===== config.mk =====
export PLATFORM = sky130hd
export DESIGN_NAME = ret_addr_stack
export DESIGN_NICKNAME = d
export VERILOG_FILES = /design/src/rtl/ras_pkg.sv /design/src/rtl/ras_ctrl.sv /design/src/rtl/ras_store.sv /design/src/rtl/ret_addr_stack.sv
export SDC_FILE = /design/constraint.sdc
export NUM_CORES = 1
export LEC_CHECK = 0
export BUFFER_PORTS_ARGS = -buffer_cell sky130_fd_sc_hd__buf_4
export CAP_MARGIN = 5
export CORE_MARGIN = 5
export CORE_UTILIZATION = 41
export CTS_BUF_LIST = sky130_fd_sc_hd__clkbuf_4
export DETAILED_ROUTE_END_ITERATION = 10
export PLACE_DENSITY_LB_ADDON = 0.05
export REMOVE_ABC_BUFFERS = 1
export SLEW_MARGIN = 20
export SYNTH_ARGS = -nofsm -noshare
export SYNTH_HDL_FRONTEND = slang
export SYNTH_SLANG_ARGS = --single-unit

===== constraint.sdc =====
create_clock -name clk_i -period 8.4 [get_ports clk_i]
set_clock_uncertainty 0.2 [all_clocks]
set_input_delay 0.42 -clock clk_i [delete_from_list [all_inputs] [get_ports clk_i]]
set_output_delay 0.42 -clock clk_i [all_outputs]
set_load 0.03 [all_outputs]

===== src/rtl/ras_pkg.sv =====
package ras_pkg;
  typedef enum logic [1:0] {
    OP_IDLE = 2'd0,
    OP_PUSH = 2'd1,
    OP_POP  = 2'd2,
    OP_SWAP = 2'd3
  } ras_op_e;

  // empty stack: a lone pop is dropped, push+pop degrades to a push
  function automatic ras_op_e ras_decode(input logic push, input logic pop, input logic empty);
    ras_op_e op;
    unique case ({push, pop})
      2'b10:   op = OP_PUSH;
      2'b01:   op = empty ? OP_IDLE : OP_POP;
      2'b11:   op = empty ? OP_PUSH : OP_SWAP;
      default: op = OP_IDLE;
    endcase
    return op;
  endfunction
endpackage


===== src/rtl/ras_ctrl.sv =====
module ras_ctrl
  import ras_pkg::*;
#(
  parameter int DEPTH = 8,
  localparam int PW = (DEPTH > 1) ? $clog2(DEPTH) : 1,
  localparam int CW = $clog2(DEPTH + 1)
) (
  input  logic          clk_i,
  input  logic          rst_ni,
  input  logic          push_i,
  input  logic          pop_i,
  output logic          wr_en_o,
  output logic [PW-1:0] wr_idx_o,
  output logic [PW-1:0] rd_idx_o,
  output logic [CW-1:0] cnt_o,
  output logic          valid_o
);
  localparam logic [PW-1:0] LAST = PW'(DEPTH - 1);
  localparam logic [CW-1:0] FULL = CW'(DEPTH);

  logic [PW-1:0] ptr_q, ptr_d, top_idx, nxt_idx;
  logic [CW-1:0] cnt_q, cnt_d;
  ras_op_e       op;

  assign op      = ras_decode(push_i, pop_i, cnt_q == '0);
  assign top_idx = (ptr_q == '0) ? LAST : ptr_q - 1'b1;
  assign nxt_idx = (ptr_q == LAST) ? '0 : ptr_q + 1'b1;

  always_comb begin
    ptr_d = ptr_q;
    cnt_d = cnt_q;
    unique case (op)
      OP_PUSH: begin
        ptr_d = nxt_idx;
        if (cnt_q != FULL) cnt_d = cnt_q + 1'b1;
      end
      OP_POP: begin
        ptr_d = top_idx;
        cnt_d = cnt_q - 1'b1;
      end
      default: ;
    endcase
  end

  always_ff @(posedge clk_i or negedge rst_ni) begin
    if (!rst_ni) begin
      ptr_q <= '0;
      cnt_q <= '0;
    end else begin
      ptr_q <= ptr_d;
      cnt_q <= cnt_d;
    end
  end

  assign wr_en_o  = (op == OP_PUSH) || (op == OP_SWAP);
  assign wr_idx_o = (op == OP_SWAP) ? top_idx : ptr_q;
  assign rd_idx_o = top_idx;
  assign cnt_o    = cnt_q;
  assign valid_o  = (cnt_q != '0);
endmodule


===== src/rtl/ras_store.sv =====
module ras_store #(
  parameter int AW    = 32,
  parameter int DEPTH = 8,
  localparam int PW = (DEPTH > 1) ? $clog2(DEPTH) : 1
) (
  input  logic          clk_i,
  input  logic          wr_en_i,
  input  logic [PW-1:0] wr_idx_i,
  input  logic [AW-1:0] wr_data_i,
  input  logic [PW-1:0] rd_idx_i,
  output logic [AW-1:0] rd_data_o
);
  logic [AW-1:0] mem [DEPTH];

  for (genvar i = 0; i < DEPTH; i++) begin : g_slot
    always_ff @(posedge clk_i) begin
      if (wr_en_i && (wr_idx_i == PW'(i))) mem[i] <= wr_data_i;
    end
  end

  assign rd_data_o = mem[rd_idx_i];
endmodule


===== src/rtl/ret_addr_stack.sv =====
module ret_addr_stack #(
  parameter int AW    = 32,
  parameter int DEPTH = 8,
  localparam int PW = (DEPTH > 1) ? $clog2(DEPTH) : 1,
  localparam int CW = $clog2(DEPTH + 1)
) (
  input  logic          clk_i,
  input  logic          rst_ni,
  input  logic          push_i,
  input  logic [AW-1:0] push_addr_i,
  input  logic          pop_i,
  output logic [AW-1:0] top_o,
  output logic          valid_o
);
  logic          wr_en;
  logic [PW-1:0] wr_idx, rd_idx;
  logic [CW-1:0] occ;
  logic [AW-1:0] rd_data;
  logic          has_entry;

  ras_ctrl #(.DEPTH(DEPTH)) u_ctrl (
    .clk_i    (clk_i),
    .rst_ni   (rst_ni),
    .push_i   (push_i),
    .pop_i    (pop_i),
    .wr_en_o  (wr_en),
    .wr_idx_o (wr_idx),
    .rd_idx_o (rd_idx),
    .cnt_o    (occ),
    .valid_o  (has_entry)
  );

  ras_store #(.AW(AW), .DEPTH(DEPTH)) u_store (
    .clk_i     (clk_i),
    .wr_en_i   (wr_en),
    .wr_idx_i  (wr_idx),
    .wr_data_i (push_addr_i),
    .rd_idx_i  (rd_idx),
    .rd_data_o (rd_data)
  );

  assign valid_o = has_entry;
  assign top_o   = has_entry ? rd_data : '0;
endmodule


==> results of run 1 <==
-- sequential cells by signal, indices dropped and copies added (netlist names) --
register,count
u_ctrl.ptr_q,3
u_ctrl.cnt_o,4
u_store.mem,256
-- cells by family (layout without fill, tap and decap cells) --
group,Yosys count,after routing,synth area share (%)
AOI/OAI and AO/OA,55,55,4.418
xor gates and xnor gates,4,4,0.3418
and+or+nand+nor,31,31,1.367
adders and majority gates,9,9,1.098
buffers and inverters,31,239,1.770
DFF,263,263,76.69
other,0,1,0
muxes,65,65,14.32
-- power groups by stage --
stage	sequential [mW]	combinational, mW	clock [mW]
final	1.73	2.25	1.04
after floorplan	1.74	1.51	0
after global placement	1.74	2.30	0
after CTS	1.73	2.32	1.08
after global routing	1.74	2.42	1.15
after detailed placement	1.75	2.30	0
-- path summary, 6_finish.rpt --
path	startpoint	to	slack, ps	cells past startpoint
hold / removal	pop_i	u_ctrl.ptr_q[1]	280	4
hold reg to reg	u_ctrl.cnt_o[2]	u_ctrl.cnt_o[2]	330	1
setup reg to reg	u_ctrl.ptr_q[0]	u_store.mem[6][27]	4370	8
min in group asynchronous	rst_ni	u_ctrl.cnt_o[0]	530	3
setup / recovery	u_ctrl.ptr_q[0]	top_o[1]	3820	8
max in group asynchronous	rst_ni	u_ctrl.ptr_q[0]	7190	3
-- cells in the final DEF (no fill, tap or decap), types with 6 or more instances in the layout --
master	count
sky130_fd_sc_hd__mux4_2	60
sky130_fd_sc_hd__clkbuf_4	99
sky130_fd_sc_hd__edfxtp_1	256
sky130_fd_sc_hd__dfrtp_1	7
sky130_fd_sc_hd__nor2_4	8
sky130_fd_sc_hd__dlygate4sd3_1	35
sky130_fd_sc_hd__a22o_1	32
sky130_fd_sc_hd__inv_1	6
sky130_fd_sc_hd__buf_4	78
sky130_fd_sc_hd__ha_1	8
sky130_fd_sc_hd__clkinv_1	12
sky130_fd_sc_hd__nor2_1	7
-- metal layers --
metal	track usage, %	vias up
met5	0	-
met4	5.187	0
met3	4.314	25
met2	25.72	126
met1	20.09	2653
li1	-	2310
-- worst reg2reg max path, stage by stage, from the launching register on --
cell,delay [ps]
sky130_fd_sc_hd__dfrtp_1,480
sky130_fd_sc_hd__inv_1,170
sky130_fd_sc_hd__ha_4,200
sky130_fd_sc_hd__inv_1,70
sky130_fd_sc_hd__o21a_4,520
sky130_fd_sc_hd__buf_4,780
sky130_fd_sc_hd__a21oi_1,330
sky130_fd_sc_hd__nor2_4,490
sky130_fd_sc_hd__buf_4,440
-- what timing repair did --
action / CTS / global route
gates resized for setup: 0 / 0
hold endpoints to repair: 264 / 0
hold buffers: 35 / 0
-- layout make-up --
type	instances	share of cell area, %
clock inverters	21	0.7693
well taps	324	3.280
flip-flops and latches	263	63.61
clock buffers	99	6.013
diodes	1	0.02024
inverters	6	0.1822
repair buffers	113	7.572
multi-input cells	164	18.55
-- through the flow --
stage                     power, mW  cell area (sq um)  cells  utilization [%]
after floorplan               3.253              10090    433                -
after global placement        4.039              11170    835            45.66
after detailed placement      4.051              11170    835            45.66
after CTS                     5.126              12360    990            50.52
after global routing          5.315              12360    991            50.53
final                         5.018              12360    991            50.53
==> metrics list, run 1 <==
* Status: complete, no violations
- Number of clock buffers inserted by TritonCTS: 70
- Y dimension of the die: 168.1 microns
* Headroom to the max-slew limit: 33.28%
- For this design, the slowest cell found on the critical path is sky130_fd_sc_hd__buf_4.
- The floorplan step set the die width to 168.1 microns.
- Worst setup slack after placement: 4264 ps
* Class of the tightest hold or removal check: in2reg
* Critical Setup Path Class: reg2out
- The initial utilization of the core area, before any placement, comes to 41.91%.
- Hold violation count in the final report: 0
- After clock tree synthesis, the clock-pin slew on the worst setup and hold paths is 60 ps.
* Core Area: 24460 sq um
- Switching Power: 1.871 mW
- Clk sink count: 263
* Clk pwr share: 20.7%
- For this block, wires on met1 add up to 9365 microns.
- In the post-synthesis netlist, the cell with the most instances is sky130_fd_sc_hd__edfxtp_1.
- The first detailed-routing pass took 4 iterations.
* CTS H-Tree Depth: 3
- For this run, the total global-route usage over all layers was measured as 15.57%.
* WP data arrival: 3960 ps
- In the final layout, the multi-input gates occupy 2293 sq um.
* Total count of max-transition violations in the final report: 0
- Setup repair after global routing missed its margin: no
- Number of antenna violations at the first check in global routing: 1
- Leakage: 4.188 nW
- After filler insertion, the fill cell instance count of the layout stands at 2033.
- The later pin in the worst-skew pair is clocked with a latency of 650 ps.
* Most used flip-flop cell after synthesis: sky130_fd_sc_hd__edfxtp_1
* Total setup violations reported at the end of the flow: 0
- Average routed wire per standard cell: 21.70 microns
* Area leader, netlist: sky130_fd_sc_hd__edfxtp_1
- Antenna viol nets, final: 0
- After global routing the overflow that remains totals 0.
- The die covers 28270 sq um.
- The worst-case IR drop observed on VDD is 0.2758 mV.
- Counting instances in the post-synthesis netlist gives the leading cell types as sky130_fd_sc_hd__edfxtp_1 (256), sky130_fd_sc_hd__mux4_2 (60), sky130_fd_sc_hd__a22o_1 (32), sky130_fd_sc_hd__clkbuf_1 (15), sky130_fd_sc_hd__nor2_1 (15).
- Number of buffer and inverter instances along the worst setup path: 4
- Across the whole layout, storage elements account for 7863 sq um.
- Dividing the synthesized area by the synthesized cell count gives 22.39 sq um.
- Fraction of power spent switching nets: 37.30%
* Flip-flop and latch count after synthesis: 263
* Max Cap Viol: 0
* Pwr per Cell Area: 405.9 nW/um^2
- Summed over all layers, the routed wires come to 21510 microns.
- The Yosys step of the flow raised 0 warnings.
* Top layer reached by signal wires: met4
- Entering global routing, the biggest net connects 68 pins.
- Initial DRC Count: 234
* Critical Path Sink Type: output pin
* Cell area after synthesis: 10250 sq um
- Routability Congestion: 0.7384
- The longest clock path from root to sink contains 3 buffers.
- After synthesis, the share of flip-flops with an asynchronous set or reset is 2.662%.
- Net count, final: 663
* Slew of the pin with the lowest slew margin: 1001 ps
* Remaining design rule violation count: 0
* Number of cells produced by synthesis: 458
- Share of cells above drive strength 1: 39.49%
- Unique cell type count in the Yosys netlist: 38
- Root buf cell: sky130_fd_sc_hd__clkbuf_4
* Biggest fanout along the worst timing path: 39
- Hold Worst Slack: 282.7 ps
- Required @ worst endpoint: 7780 ps
- In this run the core area contains 57 standard-cell rows.
- Proportion of netlist area held by the largest area contributor: 74.98%
- Post-synth EDFFs: 256
- Setup repair bufs after CTS: 0
- Clock tree from TritonCTS: built
- Synth area leaders: sky130_fd_sc_hd__edfxtp_1 (75%), sky130_fd_sc_hd__mux4_2 (13%), sky130_fd_sc_hd__a22o_1 (2.7%)
- Combinational group share of total power: 44.9%
* Via count of the first global-routing pass: 5604
- Detailed Place HPWL: 11480 microns
- Highest Clock Rate: 218.1 MHz
- Final-layout setup total negative slack: 0 ps
- Area growth from synthesis to layout: 20.56%
- In this run the count of I/O pins placed on the die edge is 69.
- In the detailed route, the total length drawn on met2 is 10850 microns.
- After layout, the worst path uses 54.58% of the clock period.
- Slowest stage delay, CP: 760 ps
- Buffers placed on the I/O ports in this run total 68.
- Ordered cell list for the critical path: inv_1 -> ha_4 -> inv_1 -> o21a_4 -> buf_4 -> mux4_1 -> a22o_1 -> buf_4
- The first global-routing pass estimated 33140 microns of wire.
- Tmin final: 4585 ps
- Cell class contributing the biggest share of worst-path delay: buffers and inverters
* Amount of wire on met3 after detailed routing: 953 microns
- Total via count in the routed design: 5114
- Fin worst setup slack: 3815 ps
* Proportion of power drawn by flip-flops and latches: 34.4%
- Vias per std cell: 5.160
- After synthesis, flip-flops and latches occupy 76.69% of the total area.
* Critical path launch point type: flop
- The internal power of the cells totals 3.146 mW.
Note: power is estimated with default switching activity, not from simulation.
==> run 2: changes to the inputs <==
clock period = 3.9 ns   (was 8.4 ns; I/O delays follow)
==> metrics list, run 2 (synthesized netlist as in run 1, its figures left out) <==
- Status: complete, no violations
- The die extent in x is 168.1 microns (unchanged).
- Share of cells above drive strength 1: 41.19% (+1.7 points)
* Ordered cell list for the critical path: inv_1 -> ha_4 -> inv_1 -> o21a_4 -> buf_4 -> mux4_1 -> a22o_1 -> buf_4
- Launch instance of the worst min-delay path: push_addr_i[10]
- Total via count in the routed design: 5282 (+3.3%)
* Highest Clock Rate: 283.3 MHz
- Net count, final: 688 (+3.8%)
- The slowest stage of the critical path belongs to the cell sky130_fd_sc_hd__mux4_1.
* Leakage: 4.343 nW (+3.7%)
- Hold Worst Slack: 130.8 ps (-152.0 ps)
- R2R setup slack: 610 ps (-3760 ps)
* Clk sink count: 263 (unchanged)
- In this run the critical register-to-register path is launched from u_ctrl.cnt_o[0].
* R2r worst-path depth: 9 (+1)
* Most frequent standard cell in the layout excluding fill and tap cells: sky130_fd_sc_hd__edfxtp_1
- Critical path launch point type: flop
- Clock slew seen by the registers of the worst setup and hold paths: 60 ps (about the same)
- u_store.mem holds more flip-flops than any other register.
- DIE AREA: 28270 sq um (unchanged)
* Final worst-path cycle share: 90.51%
- The average wire per cell in the routed design came to 21.47 microns (-1.1%).
- The worst setup path is of the reg2out kind.
- Clock tree synthesis selected as its root buffer the cell sky130_fd_sc_hd__clkbuf_4.
- Remaining design rule violation count: 0 (unchanged)
- Headroom to the max-slew limit: 64.50% (+31 points)
- The number of antenna violations at the first check in global routing was 1 (unchanged).
- Count of fill cells added during filler insertion: 2020 (-0.64%)
- The worst hold path terminates at u_store.mem[3][10].
- Relative to the synthesized area, the layout overhead comes to 23.54%.
- Setup repair after global routing left no endpoint under its margin.
* Worst setup slack after placement: 618.5 ps (-3646 ps)
* Required @ worst endpoint: 3500 ps (-4280 ps)
* Slowest stage delay, CP: 590 ps (-170 ps)
- Longest Clk Path Bufs: 3 (unchanged)
* CTS H-Tree Depth: 3 (unchanged)
* Global route overflow: 0 (unchanged)
- The maximum fanout count along the critical path was 15 (-62%).
* Class of the tightest hold or removal check: in2reg
- The detailed-placement wirelength estimate is 12950 microns (+13%).
- First-pass detailed-route iteration total: 4 (unchanged)
- Clock tree from TritonCTS: built
- Number of cells traversed by the worst hold path: 2 (-2)
* Total of buffers placed on input and output ports: 68 (unchanged)
- Row Count: 57 (unchanged)
* Vias per std cell: 5.214 (+1.0%)
- Effective utilization at floorplan: 41.91% (unchanged)
- The clock network latency to the later pin of the worst-skew pair came to 640 ps (about the same).
- The final-report max-slew violation count was 0 (unchanged).
- The core area came to 24460 sq um (unchanged).
* Number of clock buffers inserted by TritonCTS: 70 (unchanged)
- The height of the chip is 168.1 microns (unchanged).
- The final setup slack of the worst path came to 370.3 ps (-3445 ps).
- WP data arrival: 3130 ps (-830 ps)
- Number of buffer and inverter instances along the worst setup path: 4 (unchanged)
- Pwr per Cell Area: 886.9 nW/um^2 (+120%)
* Max FFs per register: 256 (unchanged)
* Slew of the pin with the lowest slew margin: 528.5 ps (-472.4 ps)
- Via count of the first global-routing pass: 5900 (+5.3%)
- Maximum vdd drop: 0.4879 mV (+77%)
- In the layout the commonest cells are sky130_fd_sc_hd__edfxtp_1 (256), sky130_fd_sc_hd__clkbuf_4 (95), sky130_fd_sc_hd__buf_4 (93), sky130_fd_sc_hd__mux4_2 (60), sky130_fd_sc_hd__dlygate4sd3_1 (38).
- Layout Utilization: 51.78% (+1.2 points)
- The total wire length came to 21750 microns (+1.1%).
- STA classifies the critical path endpoint as an output pin.
* Pin count of the biggest net entering global routing: 39 (-43%)
- In this design, the largest share of critical-path delay is due to buffers and inverters.
* Hold violation count in the final report: 0 (unchanged)
- The total global routing track utilization came to 15.61% (+0.040 points).
- The max-cap check violation count is 0 (unchanged).
* Routability Congestion: 0.7332 (-0.70%)
- The number of top-level pins is 69 (unchanged).
* End of the worst register-to-register path: u_store.mem[2][15]
* Antenna viol nets, final: 0 (unchanged)
* Initial DRC Count: 333 (+42%)
- The wire length of the first global-routing pass is 33530 microns (+1.2%).
- The final setup violation count was 0 (unchanged).
- Tmin final: 3530 ps
[run 2: cell count changes in the layout (fill, tap and decap cells not counted), sizes merged]
| cell | before | now |
|---|---|---|
| buf | 78 | 100 |
| diode | 1 | 2 |
| clkbuf | 99 | 95 |
| bufinv | 0 | 2 |
| dlygate4sd3 | 35 | 38 |
| inv | 9 | 8 |
| clkinv | 16 | 15 |
[run 2: layer usage]
layer / vias up / share of wire (%) / routed length [microns] / GRT usage, %
met5: - / 0 / 0 / 0
met4: 0 / 2.3 / 506 / 5.610
met3: 47 / 4.9 / 1070 / 4.103
met2: 151 / 48 / 10350 / 24.28
met1: 2729 / 45 / 9823 / 21.46
li1: 2355 / - / - / -
[run 2: what timing repair did]
action | CTS | global route
gates resized for setup | 0 | 0
setup endpoints to repair | 0 | 15
buffers inserted | 0 | 12
hold buffers | 38 | 0
hold endpoints to repair | 269 | 0
[run 2: power breakdown]
| part | internal [mW] | switching [mW] |
|---|---|---|
| clock network | 1.26 | 1.06 |
| registers | 3.58 | 0.135 |
| logic | 2.26 | 2.93 |
[run 2: how the worst max path moves through the flow]
| stage | startpoint | end | slack, ps | cells after the start |
|---|---|---|---|---|
| 3_5_place_dp | u_ctrl.cnt_o[0] | u_store.mem[3][6] | 620 | 9 |
| 3_3_place_gp | u_ctrl.cnt_o[1] | u_store.mem[2][28] | 770 | 9 |
| 6_report | u_ctrl.ptr_q[0] | top_o[4] | 370 | 8 |
| 5_1_grt | u_ctrl.ptr_q[0] | top_o[26] | 120 | 8 |
| 2_1_floorplan | u_ctrl.ptr_q[0] | u_store.mem[4][0] | -600 | 5 |
| 4_1_cts | u_ctrl.ptr_q[0] | top_o[4] | 80 | 8 |
[run 2: layout make-up]
cell class                      instances  area (sq um)  share of cell area, %
Sequential cell                       263          7863                  62.08
Multi-Input combinational cell        164          2293                  18.11
Timing Repair Buffer                  138          1219                  9.622
Clock buffer                           95         713.2                  5.631
Tap cell                              324         405.4                  3.201
Clock inverter                         21         145.1                  1.146
Inverter                                6         22.52                 0.1778
Antenna cell                            2         5.005                0.03951
[run 2: worst register-to-register path: stages, from the launching register on]
cell and delay, ps:
sky130_fd_sc_hd__dfrtp_1 450, sky130_fd_sc_hd__nor3_1 480, sky130_fd_sc_hd__nand2_1 160, sky130_fd_sc_hd__and2_1 230, sky130_fd_sc_hd__ha_1 300, sky130_fd_sc_hd__o21a_1 130, sky130_fd_sc_hd__o21ai_0 220, sky130_fd_sc_hd__nand2_1 280
sky130_fd_sc_hd__nor2_4 180, sky130_fd_sc_hd__buf_4 300
[run 2: through the flow]
step / cells / instance area [sq um] / power (mW) / TNS [ps]
detailed placement: 845 / 11330 / 8.934 / 0
CTS: 999 / 12570 / 11.36 / 0
floorplan: 433 / 10090 / 7.006 / -95230
finish: 1013 / 12670 / 11.23 / 0
global route: 1013 / 12670 / 11.87 / 0
global placement: 845 / 11330 / 8.906 / 0
